$ cat config.mk
export PLATFORM = sky130hd
export DESIGN_NAME = interval_timer
export DESIGN_NICKNAME = d
export VERILOG_FILES = /design/src/rtl/ivt_pkg.sv /design/src/rtl/ivt_regs.sv /design/src/rtl/ivt_count.sv /design/src/rtl/ivt_flag.sv /design/src/rtl/interval_timer.sv
export SDC_FILE = /design/constraint.sdc
export NUM_CORES = 1
export LEC_CHECK = 0
export CAP_MARGIN = 20
export CORE_MARGIN = 1.5
export CORE_UTILIZATION = 55
export CTS_BUF_LIST = sky130_fd_sc_hd__clkbuf_8
export DETAILED_ROUTE_END_ITERATION = 8
export MAX_ROUTING_LAYER = met4
export PLACE_DENSITY = 0.86
export SETUP_SLACK_MARGIN = 0.3
export SLEW_MARGIN = 40
export SYNTH_ARGS = -nofsm -noshare
export SYNTH_HDL_FRONTEND = slang
export SYNTH_SLANG_ARGS = --single-unit
$ cat constraint.sdc
create_clock -name clk -period 2.75 [get_ports clk]
set_input_delay 0.4125 -clock clk [delete_from_list [all_inputs] [get_ports clk]]
set_output_delay 0.4125 -clock clk [all_outputs]
set_load 0.02 [all_outputs]
$ cat src/rtl/ivt_pkg.sv
package ivt_pkg;
  localparam int unsigned IVT_DATA_W = 36;
  localparam int unsigned IVT_PRE_W  = 12;
endpackage

$ cat src/rtl/ivt_regs.sv
module ivt_regs #(
  parameter int unsigned DATA_W = 36,
  parameter int unsigned PRE_W  = 12,
  localparam int unsigned CNT_W = DATA_W - 1 - PRE_W
) (
  input  logic              clk,
  input  logic              rst_n,
  input  logic              wr_en,
  input  logic [DATA_W-1:0] wr_data,
  output logic [DATA_W-1:0] rd_data,
  output logic [CNT_W-1:0]  pend_cnt
);
  logic [DATA_W-1:0] rd_q, rd_d;
  logic [CNT_W-1:0]  pend_q, pend_d;
  logic [CNT_W-1:0]  whole, summed, rounded;
  logic              frac;

  // round the raw tick count up to whole prescaler periods
  always_comb begin
    whole   = wr_data[DATA_W-2:PRE_W];
    frac    = |wr_data[PRE_W-1:0];
    summed  = whole + CNT_W'(frac);
    rounded = (summed == '0) ? CNT_W'(1) : summed;
  end

  always_comb begin
    rd_d   = rd_q;
    pend_d = pend_q;
    if (wr_en) begin
      rd_d   = {1'b0, wr_data[DATA_W-2:0]};
      pend_d = rounded;
    end
  end

  always_ff @(posedge clk or negedge rst_n) begin
    if (!rst_n) begin
      rd_q   <= '0;
      pend_q <= CNT_W'(1);
    end else if (wr_en) begin
      rd_q   <= rd_d;
      pend_q <= pend_d;
    end
  end

  assign rd_data  = rd_q;
  assign pend_cnt = pend_q;

  p_pend_nonzero_r4: assert property (@(posedge clk) disable iff (!rst_n)
    pend_cnt != '0);
  p_rd_hold_r2: assert property (@(posedge clk) disable iff (!rst_n)
    !wr_en |=> $stable(rd_data));
  p_pend_hold_r6: assert property (@(posedge clk) disable iff (!rst_n)
    !wr_en |=> $stable(pend_cnt));
endmodule

$ cat src/rtl/ivt_count.sv
module ivt_count #(
  parameter int unsigned CNT_W = 23
) (
  input  logic             clk,
  input  logic             rst_n,
  input  logic             tick,
  input  logic [CNT_W-1:0] pend_cnt,
  output logic             expire
);
  logic [CNT_W-1:0] left_q, left_d;
  logic             last;

  assign last   = (left_q == CNT_W'(1));
  assign expire = tick && last;

  always_comb begin
    left_d = left_q;
    if (tick) left_d = last ? pend_cnt : left_q - CNT_W'(1);
  end

  always_ff @(posedge clk or negedge rst_n) begin
    if (!rst_n)    left_q <= CNT_W'(1);
    else if (tick) left_q <= left_d;
  end

  p_left_nonzero_r4: assert property (@(posedge clk) disable iff (!rst_n)
    left_q != '0);
  p_idle_hold_r5: assert property (@(posedge clk) disable iff (!rst_n)
    !tick |=> $stable(left_q));
  p_step_down_r5: assert property (@(posedge clk) disable iff (!rst_n)
    (tick && !last) |=> left_q == $past(left_q) - CNT_W'(1));
  p_reload_r6: assert property (@(posedge clk) disable iff (!rst_n)
    expire |=> left_q == $past(pend_cnt));
endmodule

$ cat src/rtl/ivt_flag.sv
module ivt_flag (
  input  logic clk,
  input  logic rst_n,
  input  logic expire,
  input  logic clr,
  output logic done
);
  logic done_q, done_d;

  always_comb begin
    done_d = done_q;
    if (clr)    done_d = 1'b0;
    if (expire) done_d = 1'b1;
  end

  always_ff @(posedge clk or negedge rst_n) begin
    if (!rst_n) done_q <= 1'b0;
    else        done_q <= done_d;
  end

  assign done = done_q;

  p_set_r5: assert property (@(posedge clk) disable iff (!rst_n)
    expire |=> done);
  p_expire_wins_r8: assert property (@(posedge clk) disable iff (!rst_n)
    (expire && clr) |=> done);
  p_clear_r7: assert property (@(posedge clk) disable iff (!rst_n)
    (clr && !expire) |=> !done);
  p_sticky_r7: assert property (@(posedge clk) disable iff (!rst_n)
    (done && !clr) |=> done);
  p_no_spurious_r5: assert property (@(posedge clk) disable iff (!rst_n)
    (!done && !expire) |=> !done);
endmodule

$ cat src/rtl/interval_timer.sv
module interval_timer
  import ivt_pkg::*;
#(
  parameter int unsigned DATA_W = IVT_DATA_W,
  parameter int unsigned PRE_W  = IVT_PRE_W,
  localparam int unsigned CNT_W = DATA_W - 1 - PRE_W
) (
  input  logic              clk,
  input  logic              rst_n,
  input  logic              wr_en,
  input  logic [DATA_W-1:0] wr_data,
  output logic [DATA_W-1:0] rd_data,
  input  logic              tick,
  input  logic              clr,
  output logic              done
);
  logic [CNT_W-1:0] pend_cnt;
  logic             expire;

  ivt_regs #(.DATA_W(DATA_W), .PRE_W(PRE_W)) u_regs (
    .clk(clk), .rst_n(rst_n), .wr_en(wr_en), .wr_data(wr_data),
    .rd_data(rd_data), .pend_cnt(pend_cnt)
  );

  ivt_count #(.CNT_W(CNT_W)) u_count (
    .clk(clk), .rst_n(rst_n), .tick(tick), .pend_cnt(pend_cnt),
    .expire(expire)
  );

  ivt_flag u_flag (
    .clk(clk), .rst_n(rst_n), .expire(expire), .clr(clr), .done(done)
  );

  p_expire_on_tick_r5: assert property (@(posedge clk) disable iff (!rst_n)
    expire |-> tick);
  p_rd_sign_clear_r2: assert property (@(posedge clk) disable iff (!rst_n)
    wr_en |=> rd_data[DATA_W-1] == 1'b0);
endmodule

[Yosys cells after proc, flatten, opt, wreduce, memory -nomap -nowiden]
Cells that the tools add are included.
Storage, ports and cells
  output and inout port bits: 37
  register bits after elaboration: 82
  memories: 0
  memory bits (read-only): 0
  input port bits: 41
  RAM bits: 0
  word-level logic and storage cells: 15
  latch bits: 0
Operators by class
  shift-type cells: 0
  equality and inequality tests: 1
  multiply operators: 0
  add/subtract/negate cells: 2
  bitwise gates (word level): 0
  magnitude comparators: 0
  reductions and logical operators: 4
  mux-type cells: 4
  div/mod/pow operators: 0
Operators by type and width (count)
  $mux 23: 2
  $add 23x1->23: 1
  $eq 23x1->1 const B: 1
  $logic_not 23->1: 1
  $sub 23x1->23 const B: 1
  $reduce_or 12->1: 1
  $mux 1: 2
  $reduce_bool 2->1: 1
  $logic_and 1x1->1: 1

[Depth between registers and ports, before layout]
Gate-level depths: netlist of run 1.
  depth in word-level cells: 4
  mapped depth: 10
  gate-level depth less buffers: 9

[By module]
A second synthesis of run 1 with hierarchy kept.
Second synthesis, totals
  cells, all modules: 440
  area total of the unflattened synthesis: 4362.9 um^2
Modules (own cells, without submodules)
  ivt_regs: instances 1, area each 2811.4 um^2, seq. area each 1452.6 um^2, cells an instance 255
  ivt_count: instances 1, area each 1515.2 um^2, seq. area each 576.8 um^2, cells an instance 182
  ivt_flag: instances 1, area each 36.3 um^2, seq. area each 25.0 um^2, cells an instance 3

[Least setup slack after synthesis of run 1]
OpenSTA, ideal clock, no wires.
  path kind: input to register
  from: in wr_data[2]
  to: reg u_regs.pend_q[0], in the netlist u_regs.pend_cnt[0]
  cell stages on the path: 10
  library setup time: 0.072 ns
  path buffers: 1
  data arrival time: 2.472 ns
  required time: 2.678 ns
  setup slack: 0.206 ns
  path through: nor4_1 -> nand3_1 -> ha_1 -> and3_1 -> buf_2 -> and3_1 -> a211oi_1 -> o22ai_1 -> or4_1 -> o21ai_1
Between the ends
  longest elaborated chain between the ends: 4
RTL lines
  start: declaration: line interval_timer.sv:11  | input logic [DATA_W-1:0] wr_data,
  $reduce_or 12->1 *: line ivt_regs.sv:21  | frac = |wr_data[PRE_W-1:0];
  $add 23x1->23 *: line ivt_regs.sv:22  | summed = whole + CNT_W'(frac);
  $logic_not 23->1: line ivt_regs.sv:23  | rounded = (summed == '0) ? CNT_W'(1) : summed;
  $mux 23 *: line ivt_regs.sv:23
  end signal: assignment: line ivt_regs.sv:41  | pend_q <= pend_d;
  end: declaration: line ivt_regs.sv:14  | logic [CNT_W-1:0] pend_q, pend_d;
Mark *: on every way between the ends. The rest lies on a longest branch, timed or not.
A chain may end at the register's enable or synchronous reset.

[Final worst setup path of run 1]
  from: in wr_data[4]
  to: reg u_regs.pend_q[0], in the netlist u_regs.pend_cnt[0]
The elaborated chain is that of the path after synthesis.

==> summary.md, run 1 <==
| Metric | Value |
|---|---|
| Worst path cell trace | `clkbuf_2 > nor4_4 > nand3_2 > ha_4 > buf_4 > and3b_1 > o21ai_0 > a221oi_1 > nand4_1 > or4_1 > o21ai_1` |
| CP top delay family | `simple AND/OR/NAND/NOR gates` |
| Sw Share | `33.90%` |
| Ports | `78` |
| Power share of the combinational group | `24.6%` |
| Die width | `92.86 um` |
| CTS clock-pin slew for the worst setup and hold paths | `0.08 ns` |
| Area grow syn2layout | `30.29%` |
| Hold crit path type | `primary input to asynchronous set/reset pin` |
| Xor/xnor share of the synthesized area | `4.536%` |
| Row cnt | `32` |
| Max Cap Viol | `0` |
| Gate Count Post-Synth | `460` |
| Worst reg2reg setup slack | `0.54 ns` |
| Sequential power share | `49.9%` |
| Initial Util | `57.17%` |
| Commonest cells post-synth | `dfrtp_1, a21oi_1, nor2_1, mux2_2, nand2_1` |
| Root buffer cell | `clkbuf_8` |
| Syn Nets | `505` |
| CTS sink cnt | `82` |
| Clock tree buffer depth | `2` |
| PortBufs | `75` |
| Flops & latches, synth | `82` |
| Post-synth top area cell | `dfrtp_1` |
| VDD IR max | `314.6 uV` |
| Yosys cell types | `56` |
| Post-route cell area | `5786 um2` |
| Wirelength, routed | `12,210 um` |
| Worst Path Arrival | `2.66 ns` |
| Vias in the first global route | `3,995` |
| Max stage delay on crit path | `0.49 ns` |
| Mux cell area share after synthesis | `9.101%` |
| WS Path Type | `primary input to register` |
| 1st-iter DRT viols | `372` |
| Gr ovfl total | `0` |
| Area of the core | `7767 um2` |
| Min Tclk post-route | `2.380 ns` |
| Critical path endpoint category | `register` |
| Required @ worst endpoint | `3.03 ns` |
| Slew Viols, Final | `0` |
| Worst rel slew slack | `50.38%` |
| Pre-CTS setup slack | `-0.3643 ns` |
| Clock power frac | `25.5%` |
| H-tree depth | `3` |
| Global Route Usage Sum | `30.02%` |
| Fillers | `521` |
| Die Y | `92.86 um` |
| Layout cell share with drive strength beyond 1 | `24.43%` |
| Reg2Reg Depth | `5` |
| Worst-margin pin slew | `0.7443 ns` |
| Worst Skew | `0.009037 ns` |
| Most frequent cell after synthesis | `dfrtp_1` |
| Largest cells by area after synthesis | `dfrtp_1, mux2_2, a21oi_1, nor2_1, xnor2_1` |
| Max Fclk | `420.1 MHz` |
| Vias per std cell | `6.046` |
| Crit share post-route | `86.56%` |
| CP Max Fanout | `3` |
| P_sw | `0.001060 W` |
| Reg-to-reg critical path endpoint | `u_count.left_q[21]$_DFFE_PN0P_` |
| Syn_area_per_cell | `9.653 um2` |
| TritonCTS buffer count | `9` |
| Hpwl dp | `7953 um` |
| Wirelength per Cell | `18.20 um` |
| Leak | `2.373 nW` |
| RSZ-0062 raised after global routing | `no` |
| DIE AREA | `8622 um2` |
| Sequential fraction of the synthesis area | `46.27%` |
| Nets@finish | `609` |
| Post-Synth Simple-Gate Area | `19.16%` |
| Clock latency on the worst-skew pair | `0.36 ns` |
| Post-synth EDFFs | `0` |
| Cell Area, Synth | `4441 um2` |
| Yosys top cell area share | `45.08%` |
| Worst Setup Slack, final | `0.3696 ns` |
| Worst path slowest cell | `or4_1` |
| DR pass1 iterations | `5` |
| Buf/Inv on CP | `2` |
| Antenna Nets Post-Route | `0` |
| R2r startpoint | `u_count.left_q[4]$_DFFE_PN0P_` |
| Hold Fails Final Rpt | `0` |
| Synthesis warning total | `0` |
| Global placer's final weighted congestion | `0.9323` |
| Placed cell area | `5530 um2` |
| P_int | `0.002067 W` |
| Global-route wire length before repair | `19,460 um` |
| Largest net degree at the start of global routing | `83` |
| Synth Area in Adders | `1.127%` |
| Pwr Density | `540.5 nW/um2` |
| Largest family of logic cells by synthesized area | `simple AND/OR/NAND/NOR gates` |
| Initial antenna violation count | `0` |
| Status | `finished, final reports clean` |
| Startpoint Class | `primary input` |
| Main synth FF type | `dfrtp_1` |
| Ys async rst share | `100.0%` |
| Via Count | `4,057` |
| Synth Area in Compound Gates | `15.24%` |
| ANT cells | `0` |
| DR DRC count | `0` |
| Setup violators final | `0` |
| TritonCTS clock tree | `built` |
## metrics by stage
step	utilization, %	hold slack, ns	setup TNS (ns)	std cells	power, W
2_1_floorplan	-	0.1169	0	460	0.001971
3_3_place_gp	71.15	0.4879	-0.2318	650	0.002280
3_5_place_dp	71.20	0.4960	-0.7724	650	0.002323
4_1_cts	74.65	0.1112	0	670	0.003133
5_1_grt	74.48	0.1521	0	671	0.003273
6_report	74.48	0.08367	0	671	0.003127
## placed cells by master (no fill, tap or decap), drive strengths merged, types with 2 or more instances in the layout
master / Yosys / routed
dlygate4sd2: 0 / 2
nand3: 19 / 19
nand2b: 3 / 3
inv: 14 / 16
or4: 3 / 3
dfstp: 2 / 2
xnor2: 12 / 12
a211oi: 2 / 2
and3: 9 / 9
clkinvlp: 0 / 4
clkdlybuf4s50: 0 / 60
and2: 2 / 2
buf: 15 / 50
or3: 4 / 4
a21oi: 66 / 66
nand2: 22 / 22
and4: 4 / 4
nand4: 13 / 13
clkbuf: 15 / 19
o21ai: 29 / 29
o32ai: 2 / 2
nor2: 45 / 45
o31ai: 4 / 4
ha: 4 / 4
mux2: 35 / 35
a41o: 2 / 2
o22ai: 7 / 7
xor2: 11 / 11
nor3: 11 / 11
nor4: 9 / 9
o41ai: 2 / 2
dfrtp: 80 / 80
## final cells by class
class	count	area (um2)	area share [%]
Clock buffer	9	123.9	2.141
Inverter	14	52.55	0.9083
Sequential cell	82	2054	35.51
Clock inverter	7	52.55	0.9083
Multi-Input combinational cell	334	2301	39.77
Timing Repair Buffer	123	1074	18.56
Tap cell	102	127.6	2.206
## logic make-up (layout without fill, tap and decap cells)
| family | count (synthesis) | count (layout) |
|---|---|---|
| buf+inv | 44 | 153 |
| fa+ha+maj | 4 | 4 |
| mux | 36 | 36 |
| other cells | 1 | 1 |
| flops | 82 | 82 |
| simple gates | 149 | 149 |
| compound gates | 121 | 121 |
| xor+xnor | 23 | 23 |
## power by group through the flow
stage / Clock [W] / Combinational [W] / Sequential [W]
after floorplan: 0 / 0.000372 / 0.00160
after global placement: 0 / 0.000720 / 0.00156
after detailed placement: 0 / 0.000748 / 0.00158
after CTS: 0.000817 / 0.000762 / 0.00155
after global routing: 0.000852 / 0.000839 / 0.00158
final: 0.000798 / 0.000770 / 0.00156
## flip-flops by register name (all words and copies together) (netlist names)
signal and count:
u_regs.pend_cnt 23, u_count.left_q 23, u_flag.done 1, u_regs.rd_data 35
## metal layers
| layer | part of all wire (%) | vias up | track usage (%) |
|---|---|---|---|
| li1 | - | 1874 | - |
| met2 | 50 | 203 | 48.72 |
| met3 | 6.8 | 33 | 8.046 |
| met1 | 41 | 1947 | 35.34 |
| met4 | 2.6 | 0 | 12.50 |
| met5 | 0 | - | - |
## worst max path at each step
stage / cells after the start / endpoint / startpoint / slack [ns]
final: 11 / u_regs.pend_cnt[0]$_DFFE_PN1P_ / wr_data[4] / 0.37
after global routing: 11 / u_regs.pend_cnt[0]$_DFFE_PN1P_ / wr_data[10] / 0.24
after CTS: 12 / u_regs.pend_cnt[0]$_DFFE_PN1P_ / wr_data[0] / 0.31
after detailed placement: 10 / u_regs.pend_cnt[0]$_DFFE_PN1P_ / wr_data[1] / -0.36
after global placement: 10 / u_regs.pend_cnt[0]$_DFFE_PN1P_ / wr_data[1] / -0.23
after floorplan: 10 / u_regs.pend_cnt[0]$_DFFE_PN1P_ / wr_data[1] / 0.30
## what timing repair did
| item | CTS | global route |
|---|---|---|
| hold buffers | 0 | 0 |
| pin swaps | 13 | 9 |
| setup buffers | 4 | 1 |
| gates cloned | 0 | 0 |
| setup endpoints to repair | 1 | 1 |
| gates resized for setup | 25 | 22 |
Note: power is estimated with default switching activity, not from simulation.
==> inputs of run 2 (changes only) <==
--- a/config.mk
+++ b/config.mk
@@ -5,7 +5,7 @@
 export SDC_FILE = /design/constraint.sdc
 export NUM_CORES = 1
 export LEC_CHECK = 0
-export CAP_MARGIN = 20
+export CAP_MARGIN = 10
 export CORE_MARGIN = 1.5
 export CORE_UTILIZATION = 55
 export CTS_BUF_LIST = sky130_fd_sc_hd__clkbuf_8
==> results of run 2 <==
The final DEF is identical to that of run 1; final timing and power are the same.
